[src/rtl/hp_poll_pkg.sv]
package hp_poll_pkg;
  typedef enum logic [1:0] {
    RD_LATCH = 2'd0,
    RD_STAT  = 2'd1,
    RD_EXT   = 2'd2
  } rd_kind_e;

  typedef enum logic [2:0] {
    S_LATCH,
    S_PICK,
    S_STAT,
    S_EXT,
    S_EMIT,
    S_RELATCH,
    S_SLEEP,
    S_HALT
  } poll_state_e;
endpackage

[src/rtl/hp_poll_timer.sv]
module hp_poll_timer #(
  parameter int SLEEP_TICKS = 2,
  parameter int FULL_EVERY  = 5,
  localparam int TW = $clog2(SLEEP_TICKS + 1),
  localparam int PW = $clog2(FULL_EVERY + 1)
) (
  input  logic clk_i,
  input  logic rst_ni,
  input  logic sleeping_i,
  input  logic tick_i,
  input  logic wake_i,
  input  logic poll_done_i,
  output logic last_tick_o,
  output logic full_due_o
);
  logic [TW-1:0] sl_q;
  logic [PW-1:0] pc_q;

  assign last_tick_o = tick_i && (sl_q == TW'(SLEEP_TICKS - 1));
  assign full_due_o  = (pc_q >= PW'(FULL_EVERY));

  // sleep window counter only runs while sleeping
  always_ff @(posedge clk_i or negedge rst_ni) begin
    if (!rst_ni)                    sl_q <= '0;
    else if (!sleeping_i || wake_i) sl_q <= '0;
    else if (tick_i)                sl_q <= sl_q + 1'b1;
  end

  always_ff @(posedge clk_i or negedge rst_ni) begin
    if (!rst_ni)                    pc_q <= '0;
    else if (wake_i && full_due_o)  pc_q <= '0;
    else if (poll_done_i)           pc_q <= pc_q + 1'b1;
  end
endmodule

[src/rtl/hp_slot_pick.sv]
module hp_slot_pick #(
  parameter int N = 7,
  localparam int IW = $clog2(N)
) (
  input  logic [N-1:0]  mask_i,
  output logic          any_o,
  output logic [IW-1:0] idx_o
);
  // lowest set bit wins
  always_comb begin
    any_o = |mask_i;
    idx_o = '0;
    for (int b = N - 1; b >= 0; b--) begin
      if (mask_i[b]) idx_o = IW'(b);
    end
  end
endmodule

[src/rtl/hp_slot_store.sv]
module hp_slot_store #(
  parameter int NUM_SLOTS = 6,
  parameter int DATA_W    = 8,
  localparam int SW = $clog2(NUM_SLOTS + 1),
  localparam int EW = 2 * DATA_W
) (
  input  logic          clk_i,
  input  logic          rst_ni,
  input  logic          wr_en_i,
  input  logic [SW-1:0] wr_slot_i,
  input  logic [EW-1:0] wr_ent_i,
  input  logic [SW-1:0] rd_slot_i,
  output logic [EW-1:0] rd_ent_o
);
  logic [EW-1:0] ent [NUM_SLOTS+1];

  for (genvar g = 0; g <= NUM_SLOTS; g++) begin : g_ent
    if (g == 0) begin : g_rsvd
      assign ent[g] = '0;
    end else begin : g_slot
      logic [EW-1:0] q;
      always_ff @(posedge clk_i or negedge rst_ni) begin
        if (!rst_ni)                                 q <= '0;
        else if (wr_en_i && wr_slot_i == SW'(g))     q <= wr_ent_i;
      end
      assign ent[g] = q;
    end
  end

  assign rd_ent_o = (32'(rd_slot_i) <= NUM_SLOTS) ? ent[rd_slot_i] : '0;
endmodule

[src/rtl/hp_poll_sched.sv]
module hp_poll_sched #(
  parameter int NUM_SLOTS   = 6,
  parameter int DATA_W      = 8,
  parameter int SLEEP_TICKS = 2,
  parameter int FULL_EVERY  = 5,
  localparam int SLOT_W  = $clog2(NUM_SLOTS + 1),
  localparam int LATCH_W = NUM_SLOTS + 1,
  localparam int EVT_W   = 2 * DATA_W
) (
  input  logic              clk_i,
  input  logic              rst_ni,
  input  logic              tick_i,
  input  logic              stop_i,
  input  logic [SLOT_W-1:0] first_slot_i,
  input  logic [SLOT_W-1:0] last_slot_i,
  output logic              rd_req_o,
  output logic [1:0]        rd_kind_o,
  output logic [SLOT_W-1:0] rd_slot_o,
  input  logic              rd_ack_i,
  input  logic [DATA_W-1:0] rd_data_i,
  output logic              evt_valid_o,
  output logic [SLOT_W-1:0] evt_slot_o,
  output logic [EVT_W-1:0]  evt_old_o,
  output logic [EVT_W-1:0]  evt_new_o,
  output logic              stopped_o
);
  import hp_poll_pkg::*;

  poll_state_e        state_q;
  logic [LATCH_W-1:0] latch_q, pend_q, range_mask, new_latch;
  logic [SLOT_W-1:0]  cur_q, pick_idx;
  logic [DATA_W-1:0]  nstat_q, next_q;
  logic               full_q, pick_any;
  logic               sleeping, wake, last_tick, full_due, poll_done;
  logic [EVT_W-1:0]   stored_ent;
  logic               changed;

  assign new_latch = rd_data_i[LATCH_W-1:0];

  // slots covered by the configured range; bit 0 is reserved
  always_comb begin
    for (int b = 0; b < LATCH_W; b++) begin
      range_mask[b] = (b != 0) && (SLOT_W'(b) >= first_slot_i) && (SLOT_W'(b) <= last_slot_i);
    end
  end

  hp_slot_pick #(.N(LATCH_W)) u_pick (
    .mask_i (pend_q),
    .any_o  (pick_any),
    .idx_o  (pick_idx)
  );

  assign sleeping  = (state_q == S_SLEEP);
  assign wake      = sleeping && !stop_i && last_tick;
  assign poll_done = ((state_q == S_PICK) && !pick_any && !full_q) ||
                     ((state_q == S_RELATCH) && rd_ack_i);

  hp_poll_timer #(.SLEEP_TICKS(SLEEP_TICKS), .FULL_EVERY(FULL_EVERY)) u_timer (
    .clk_i       (clk_i),
    .rst_ni      (rst_ni),
    .sleeping_i  (sleeping),
    .tick_i      (tick_i),
    .wake_i      (wake),
    .poll_done_i (poll_done),
    .last_tick_o (last_tick),
    .full_due_o  (full_due)
  );

  hp_slot_store #(.NUM_SLOTS(NUM_SLOTS), .DATA_W(DATA_W)) u_store (
    .clk_i     (clk_i),
    .rst_ni    (rst_ni),
    .wr_en_i   (state_q == S_EMIT),
    .wr_slot_i (cur_q),
    .wr_ent_i  ({next_q, nstat_q}),
    .rd_slot_i (cur_q),
    .rd_ent_o  (stored_ent)
  );

  assign changed = (stored_ent != {next_q, nstat_q});

  always_ff @(posedge clk_i or negedge rst_ni) begin
    if (!rst_ni) begin
      state_q <= S_LATCH;
      latch_q <= '0;
      pend_q  <= '0;
      cur_q   <= '0;
      nstat_q <= '0;
      next_q  <= '0;
      full_q  <= 1'b0;
    end else begin
      case (state_q)
        S_LATCH: if (rd_ack_i) begin
          pend_q  <= (latch_q ^ new_latch) & range_mask;
          latch_q <= new_latch;
          full_q  <= 1'b0;
          state_q <= S_PICK;
        end
        S_PICK: begin
          if (pick_any) begin
            cur_q   <= pick_idx;
            pend_q  <= pend_q & ~(LATCH_W'(1) << pick_idx);
            state_q <= S_STAT;
          end else if (full_q) begin
            state_q <= S_RELATCH;
          end else begin
            state_q <= S_SLEEP;
          end
        end
        S_STAT: if (rd_ack_i) begin
          nstat_q <= rd_data_i;
          state_q <= S_EXT;
        end
        S_EXT: if (rd_ack_i) begin
          next_q  <= rd_data_i;
          state_q <= S_EMIT;
        end
        S_EMIT: state_q <= S_PICK;
        S_RELATCH: if (rd_ack_i) begin
          latch_q <= new_latch;  // refreshed without comparison
          state_q <= S_SLEEP;
        end
        S_SLEEP: begin
          if (stop_i) begin
            state_q <= S_HALT;
          end else if (wake) begin
            if (full_due) begin
              full_q  <= 1'b1;
              pend_q  <= range_mask;
              state_q <= S_PICK;
            end else begin
              state_q <= S_LATCH;
            end
          end
        end
        default: state_q <= S_HALT;
      endcase
    end
  end

  always_comb begin
    rd_req_o  = 1'b0;
    rd_kind_o = RD_LATCH;
    rd_slot_o = '0;
    case (state_q)
      S_LATCH, S_RELATCH: rd_req_o = 1'b1;
      S_STAT: begin rd_req_o = 1'b1; rd_kind_o = RD_STAT; rd_slot_o = cur_q; end
      S_EXT:  begin rd_req_o = 1'b1; rd_kind_o = RD_EXT;  rd_slot_o = cur_q; end
      default: ;
    endcase
  end

  assign evt_valid_o = (state_q == S_EMIT) && (!full_q || changed);
  assign evt_slot_o  = cur_q;
  assign evt_old_o   = stored_ent;
  assign evt_new_o   = {next_q, nstat_q};
  assign stopped_o   = (state_q == S_HALT);
endmodule

[config.mk]
export PLATFORM = sky130hd
export DESIGN_NAME = hp_poll_sched
export DESIGN_NICKNAME = d
export VERILOG_FILES = /design/src/rtl/hp_poll_pkg.sv /design/src/rtl/hp_poll_timer.sv /design/src/rtl/hp_slot_pick.sv /design/src/rtl/hp_slot_store.sv /design/src/rtl/hp_poll_sched.sv
export SDC_FILE = /design/constraint.sdc
export NUM_CORES = 1
export LEC_CHECK = 0
export ABC_CLOCK_PERIOD_IN_PS = 7360
export BUFFER_PORTS_ARGS = -buffer_cell sky130_fd_sc_hd__buf_4
export CAP_MARGIN = 20
export CORE_MARGIN = 4
export CORE_UTILIZATION = 50
export DETAILED_ROUTE_END_ITERATION = 10
export PLACE_DENSITY = 0.69
export REMOVE_ABC_BUFFERS = 1
export SYNTH_ARGS = -nofsm -noshare
export SYNTH_HDL_FRONTEND = slang
export SYNTH_SLANG_ARGS = --single-unit
export TNS_END_PERCENT = 100
[constraint.sdc]
create_clock -name clk_i -period 7.36 [get_ports clk_i]
set_input_delay 1.472 -clock clk_i [delete_from_list [all_inputs] [get_ports clk_i]]
set_output_delay 1.472 -clock clk_i [all_outputs]
set_load 0.05 [all_outputs]
# == After elaboration in Yosys (flattened, before gate mapping) ==
# Cells that the tools add are included.
# word_totals
ff_bits,138
inputBits,19
out_inout_bits,43
wordCells,144
# classes
addsub,2
order_cmp,15
eq_ne,24
shifts,1
muxes,39
n_bitwise,5
reduce_logical,43
# op_table
op,n
$mux 3,17
$bmux 16 s3,1
$mux 16,3
$mux 7,5
$eq 3x3->1 const B,7
$pmux 3 s7,1
$pmux 7 s3,1
$logic_and 1x1->1,20
$ne 16x16->1,1
$and 7x7->7,2
$eq 3x2->1 const B,4
$ne 2x2->1 const B,6
$reduce_and 5->1,2
$ge 3x3->1 const A,3
$le 3x3->1 const A,3
$reduce_and 2->1,4
$not 7->7,1
$reduce_or 7->1,1
$shl 1x3->7 const A,1
$xor 7x7->7,1
$eq 3x1->1 const B,2
$ge 2x3->1 const A,2
$le 2x3->1 const A,2
$mux 1,6
22 further kinds,33

# == Logic depth before layout (Yosys ltp) ==
# logic_depth
depth_word,12
depth_mapped,9
ltp_nobuf,8

# == By module ==
# A second synthesis with hierarchy kept.
# unflattened
cells_unflattened,567
hier_area_um2,7014.2
# by_module_without_submodules
mod,n_inst,cells_each,area_each_um2,seq_area_each_um2
hp_slot_store,1,325,4561.9,2402.3
hp_poll_sched,1,205,2099.5,900.9
hp_poll_timer,1,26,280.3,125.1
hp_slot_pick,1,11,72.6,0.0

# == Least setup slack after synthesis ==
# No wires, ideal clock.
# synth_path
path_kind,register to output
startpoint,"reg cur_q[0], in the netlist evt_slot_o[0]"
endpoint,out evt_valid_o
arrival_time_ps,3302
required_ps,5888
slack_ps,2586
path_stages_with_launch,9
path_buffers,2
cell_sequence,dfrtp_1 buf_6 buf_2 mux2_2 nand2_1 a31oi_1 xor2_1 nor4_1 a21oi_1
# synth_between
elab_chain_len,8
word_cells_on_any_way,9
classes_between,order compare: 1; eq/ne: 1; mux: 4; bitwise: 1; reduce/logical: 2
# synth_lines
item,line,rtl
start: declaration,hp_poll_sched.sv:31,"logic [SLOT_W-1:0] cur_q, pick_idx;"
start signal: assignment,hp_poll_sched.sv:100,cur_q <= pick_idx;
$not 3->4 (implied by the code),hp_slot_store.sv:30,assign rd_ent_o = (32'(rd_slot_i) <= NUM_SLOTS) ? ent[rd_slot_i] : '0;
$bmux 16 s3,hp_slot_store.sv:30,
$mux 16 (implied by the code) (2 in series),hp_slot_store.sv:30,
$mux 16 *,hp_slot_store.sv:30,
net evt_old_o[0],hp_poll_sched.sv:23,"output logic [EVT_W-1:0] evt_old_o,"
$ne 16x16->1 *,hp_poll_sched.sv:79,"assign changed = (stored_ent != {next_q, nstat_q});"
$logic_or 1x1->1 *,hp_poll_sched.sv:152,assign evt_valid_o = (state_q == S_EMIT) && (!full_q || changed);
$logic_and 1x1->1 *,hp_poll_sched.sv:152,
end: declaration,hp_poll_sched.sv:21,"output logic evt_valid_o,"
# The timed path passes the listed nets; every way through them passes the cells marked *. The select of a mux whose other input is x is not followed.

# == Worst setup path after layout ==
# layout_path
startpoint,"reg cur_q[0], in the netlist evt_slot_o[0]"
endpoint,out evt_valid_o
# layout_between
elab_chain_len,8
word_cells_on_any_way,9
classes_between,order compare: 1; eq/ne: 1; mux: 4; bitwise: 1; reduce/logical: 2
# layout_lines
item,line
$not 3->4 (implied by the code),hp_slot_store.sv:30
$bmux 16 s3,hp_slot_store.sv:30
$mux 16 (implied by the code) (2 in series),hp_slot_store.sv:30
$mux 16 *,hp_slot_store.sv:30
$ne 16x16->1 *,hp_poll_sched.sv:79
$logic_or 1x1->1 *,hp_poll_sched.sv:152
$logic_and 1x1->1 *,hp_poll_sched.sv:152
# Mark *: on every way between the ends. The rest lies on a longest branch, timed or not. The select of a mux whose other input is x is not followed.

==> flow_metrics.py <==
metrics = {
    "outcome": {
        "status": "complete, no violations",
    },
    "synth": {
        "synth_top_cell_by_area": "dfrtp_1",
        "synth_seq_cells": 137,
        "synth_area_leaders": "dfrtp_1 50%, mux2_2 19%, mux2i_1 3.8%",
        "synth_most_common_cell": "dfrtp_1",
        "syn_area_per_cell_um2": 11.7,
        "synthCells": 590,
        "ys_types": 56,
        "syn_area_um2": 6910,
        "ys.flop_type": "dfrtp_1",
        "yosysWarnings": 0,
        "synth_edf_count": 0,
        "synth_common_cells": "137 x dfrtp_1, 116 x mux2_2, 59 x nand2_1",
        "ys_async_sr_fraction_pct": 100,
        "ys_seq_area_share_pct": 49.6,
        "yosysTopAreaCellShare_pct": 49.6,
    },
    "clock_network": {
        "htreeDepth": 4,
        "cts_resized": 0,
        "post_cts_buffers": 0,
        "clock-sinks": 137,
        "clock_latency_ns": 0.41,
        "path_clk_slew_ns": 0.06,
        "cts_buffers": 17,
        "cts-root-buf": "clkbuf_16",
        "cts_tree": "yes",
        "max-clock-path-buffers": 2,
        "holdBufCountCts": 0,
    },
    "die": {
        "core_area_um2": 13400,
        "die_h_um": 126,
        "io_pins": 62,
        "rows": 42,
        "initial_core_util_pct": 51.6,
        "die_area_um2": 15800,
        "die_w_um": 126,
    },
    "drt": {
        "drcViolationCount": 0,
        "vias_per_cell": 5.76,
        "vias": 4772,
        "drt-initial-drc-count": 313,
        "dr.pass1.iters": 4,
        "ant_nets": 0,
        "wl_per_cell_um": 19.3,
        "routed_wl_mm": 16.0,
    },
    "placed_design": {
        "place_congestion": 0.826,
        "dp_hpwl_mm": 10.6,
        "io_buffers": 61,
    },
    "power_and_ir_drop": {
        "power_density_nw_per_um2": 472,
        "pwr-share-clk_pct": 20.6,
        "switching_share_pct": 42.1,
        "p_sw_mw": 1.60,
        "max-vdd-ir-drop_mv": 0.299,
        "p_int_mw": 2.20,
        "comb_power_share_pct": 43.4,
        "cellLeakagePower_nw": 3.80,
        "seqPwrFrac_pct": 36.1,
    },
    "grt": {
        "grt_max_degree": 76,
        "grt_use_total_pct": 21.6,
        "first_global_vias": 5064,
        "antenna_found_initial": 0,
        "grt_pass1_wl_mm": 26.9,
        "overflow": 0,
    },
    "setup_path": {
        "cp.arrival_ns": 3.45,
        "crit_fanout": 36,
        "cp-start-kind": "register",
        "path_class": "reg2out",
        "crit_path_start": "evt_slot_o[0]",
        "cp.required_ns": 5.89,
        "rr_startpoint": "evt_slot_o[0]",
        "cp-end-kind": "output pin",
    },
    "timing": {
        "slew_violations": 0,
        "tns_ns": 0,
        "rsz0062_at_grt": "false",
        "post-route-period-util_pct": 66.9,
        "setup_viol": 0,
        "fmax_mhz": 203,
        "worst_pin_slew_ns": 1.05,
        "holdWs_ns": 0.489,
        "hold_viol_final": 0,
        "final.setup_skew_ns": 0.00579,
        "fin_crit_ns": 4.93,
        "max_slew_margin_pct": 29.9,
    },
    "hold_path": {
        "hp-class": "reg2reg",
        "hold_path.startpoint": "u_store.g_ent[5].g_slot.q[7]",
    },
    "final_layout": {
        "final_nets": 662,
        "nFillCells": 1121,
        "regArea_um2": 3430,
        "drive_gt1_share_pct": 35.3,
        "multi_input_area_um2": 3250,
        "diodes": 0,
        "area_growth_pct": 16.2,
    },
    "run": {
        "drv_cap": 0,
    },
}
-- state kept, by name (all words and copies together) (netlist names) --
register and count:
state_q 3, u_store.g_ent.g_slot.q 96, nstat_q 8, u_timer.pc_q 3, latch_q 6, evt_slot_o 3
full_q 1, next_q 8, pend_q 7, u_timer.sl_q 2
-- routing by layer --
layer	global-route usage [%]	share of wire [%]	vias to the layer above
li1	-	-	2199
met1	28.7	44	2443
met2	35.9	50	115
met3	5.20	4.8	15
met4	5.74	1.1	0
met5	0	0	-
-- cells by family (layout without fill, tap and decap cells) --
family / Yosys count / in the layout / share of synthesized area (%)
xor gates and xnor gates: 24 / 24 / 3.04
and+or+nand+nor: 152 / 152 / 11.0
buffers and inverters: 54 / 116 / 3.40
AOI/OAI and AO/OA: 68 / 68 / 6.64
DFF: 137 / 137 / 49.6
adders and majority gates: 3 / 3 / 0.543
muxes: 152 / 152 / 25.8
-- final timing paths --
| path | depth (start not counted) | endpoint | slack (ns) |
|---|---|---|---|
| worst min-delay path | 2 | u_store.g_ent[5].g_slot.q[7] | 0.49 |
| worst max-delay path | 8 | evt_valid_o | 2.43 |
| worst min register to register | 2 | u_store.g_ent[5].g_slot.q[7] | 0.49 |
| worst max register to register | 3 | u_store.g_ent[1].g_slot.q[4] | 4.26 |
| max in group asynchronous | 2 | evt_slot_o[0] | 4.98 |
| min in group asynchronous | 1 | u_store.g_ent[5].g_slot.q[9] | 1.08 |
-- critical path: stages, from the launching register on --
cell and delay [ns]:
dfrtp_2 0.87, buf_4 0.44, mux2i_1 0.23, nor2_1 0.08, o31a_1 0.29, or4b_1 0.52
nor4_1 0.23, a21oi_1 0.13, buf_4 0.22
-- layout by cell type, fill, tap and decap left out, drive strengths merged, types with 4 or more instances in the layout --
cell and instances:
dfrtp 137, mux2 117, buf 68, nand2 59, clkbuf 28, mux2i 26, o21ai 24, nor2 23
xor2 17, inv 16, nand2b 14, a21oi 13, mux4 9, nor3 9, xnor2 7, nor2b 6
and2 6, or2 6, nand3 6, a221oi 6, nand3b 4, o31ai 4, or3 4, nand4 4
nor4 4
-- area by class of cell --
type                       instances  share of cell area, %
sequential                       137                   42.7
inverter                          17                  0.794
clock inverter                     3                  0.498
multi-input combinational        399                   40.4
clock buffer                      28                   6.18
timing repair buffer              68                   6.65
tap                              176                   2.74
-- power groups by stage --
stage / logic, mW / clock network [mW] / registers (mW)
final: 1.65 / 0.781 / 1.37
after global routing: 1.78 / 0.830 / 1.42
after CTS: 1.66 / 0.795 / 1.37
after detailed placement: 1.65 / 0 / 1.38
after global placement: 1.62 / 0 / 1.36
after floorplan: 1.05 / 0 / 1.46
-- through the flow --
step	power, mW	instances	util [%]	cell area, µm²	setup slack (ns)
finish	3.80	828	59.9	8030	2.43
detailed placement	3.03	796	55.7	7470	2.86
CTS	3.82	827	59.7	8010	2.39
global route	4.03	828	59.9	8030	2.25
floorplan	2.51	553	-	6740	1.55
global placement	2.97	796	55.7	7470	2.91
Note: power is estimated with default switching activity, not from simulation.
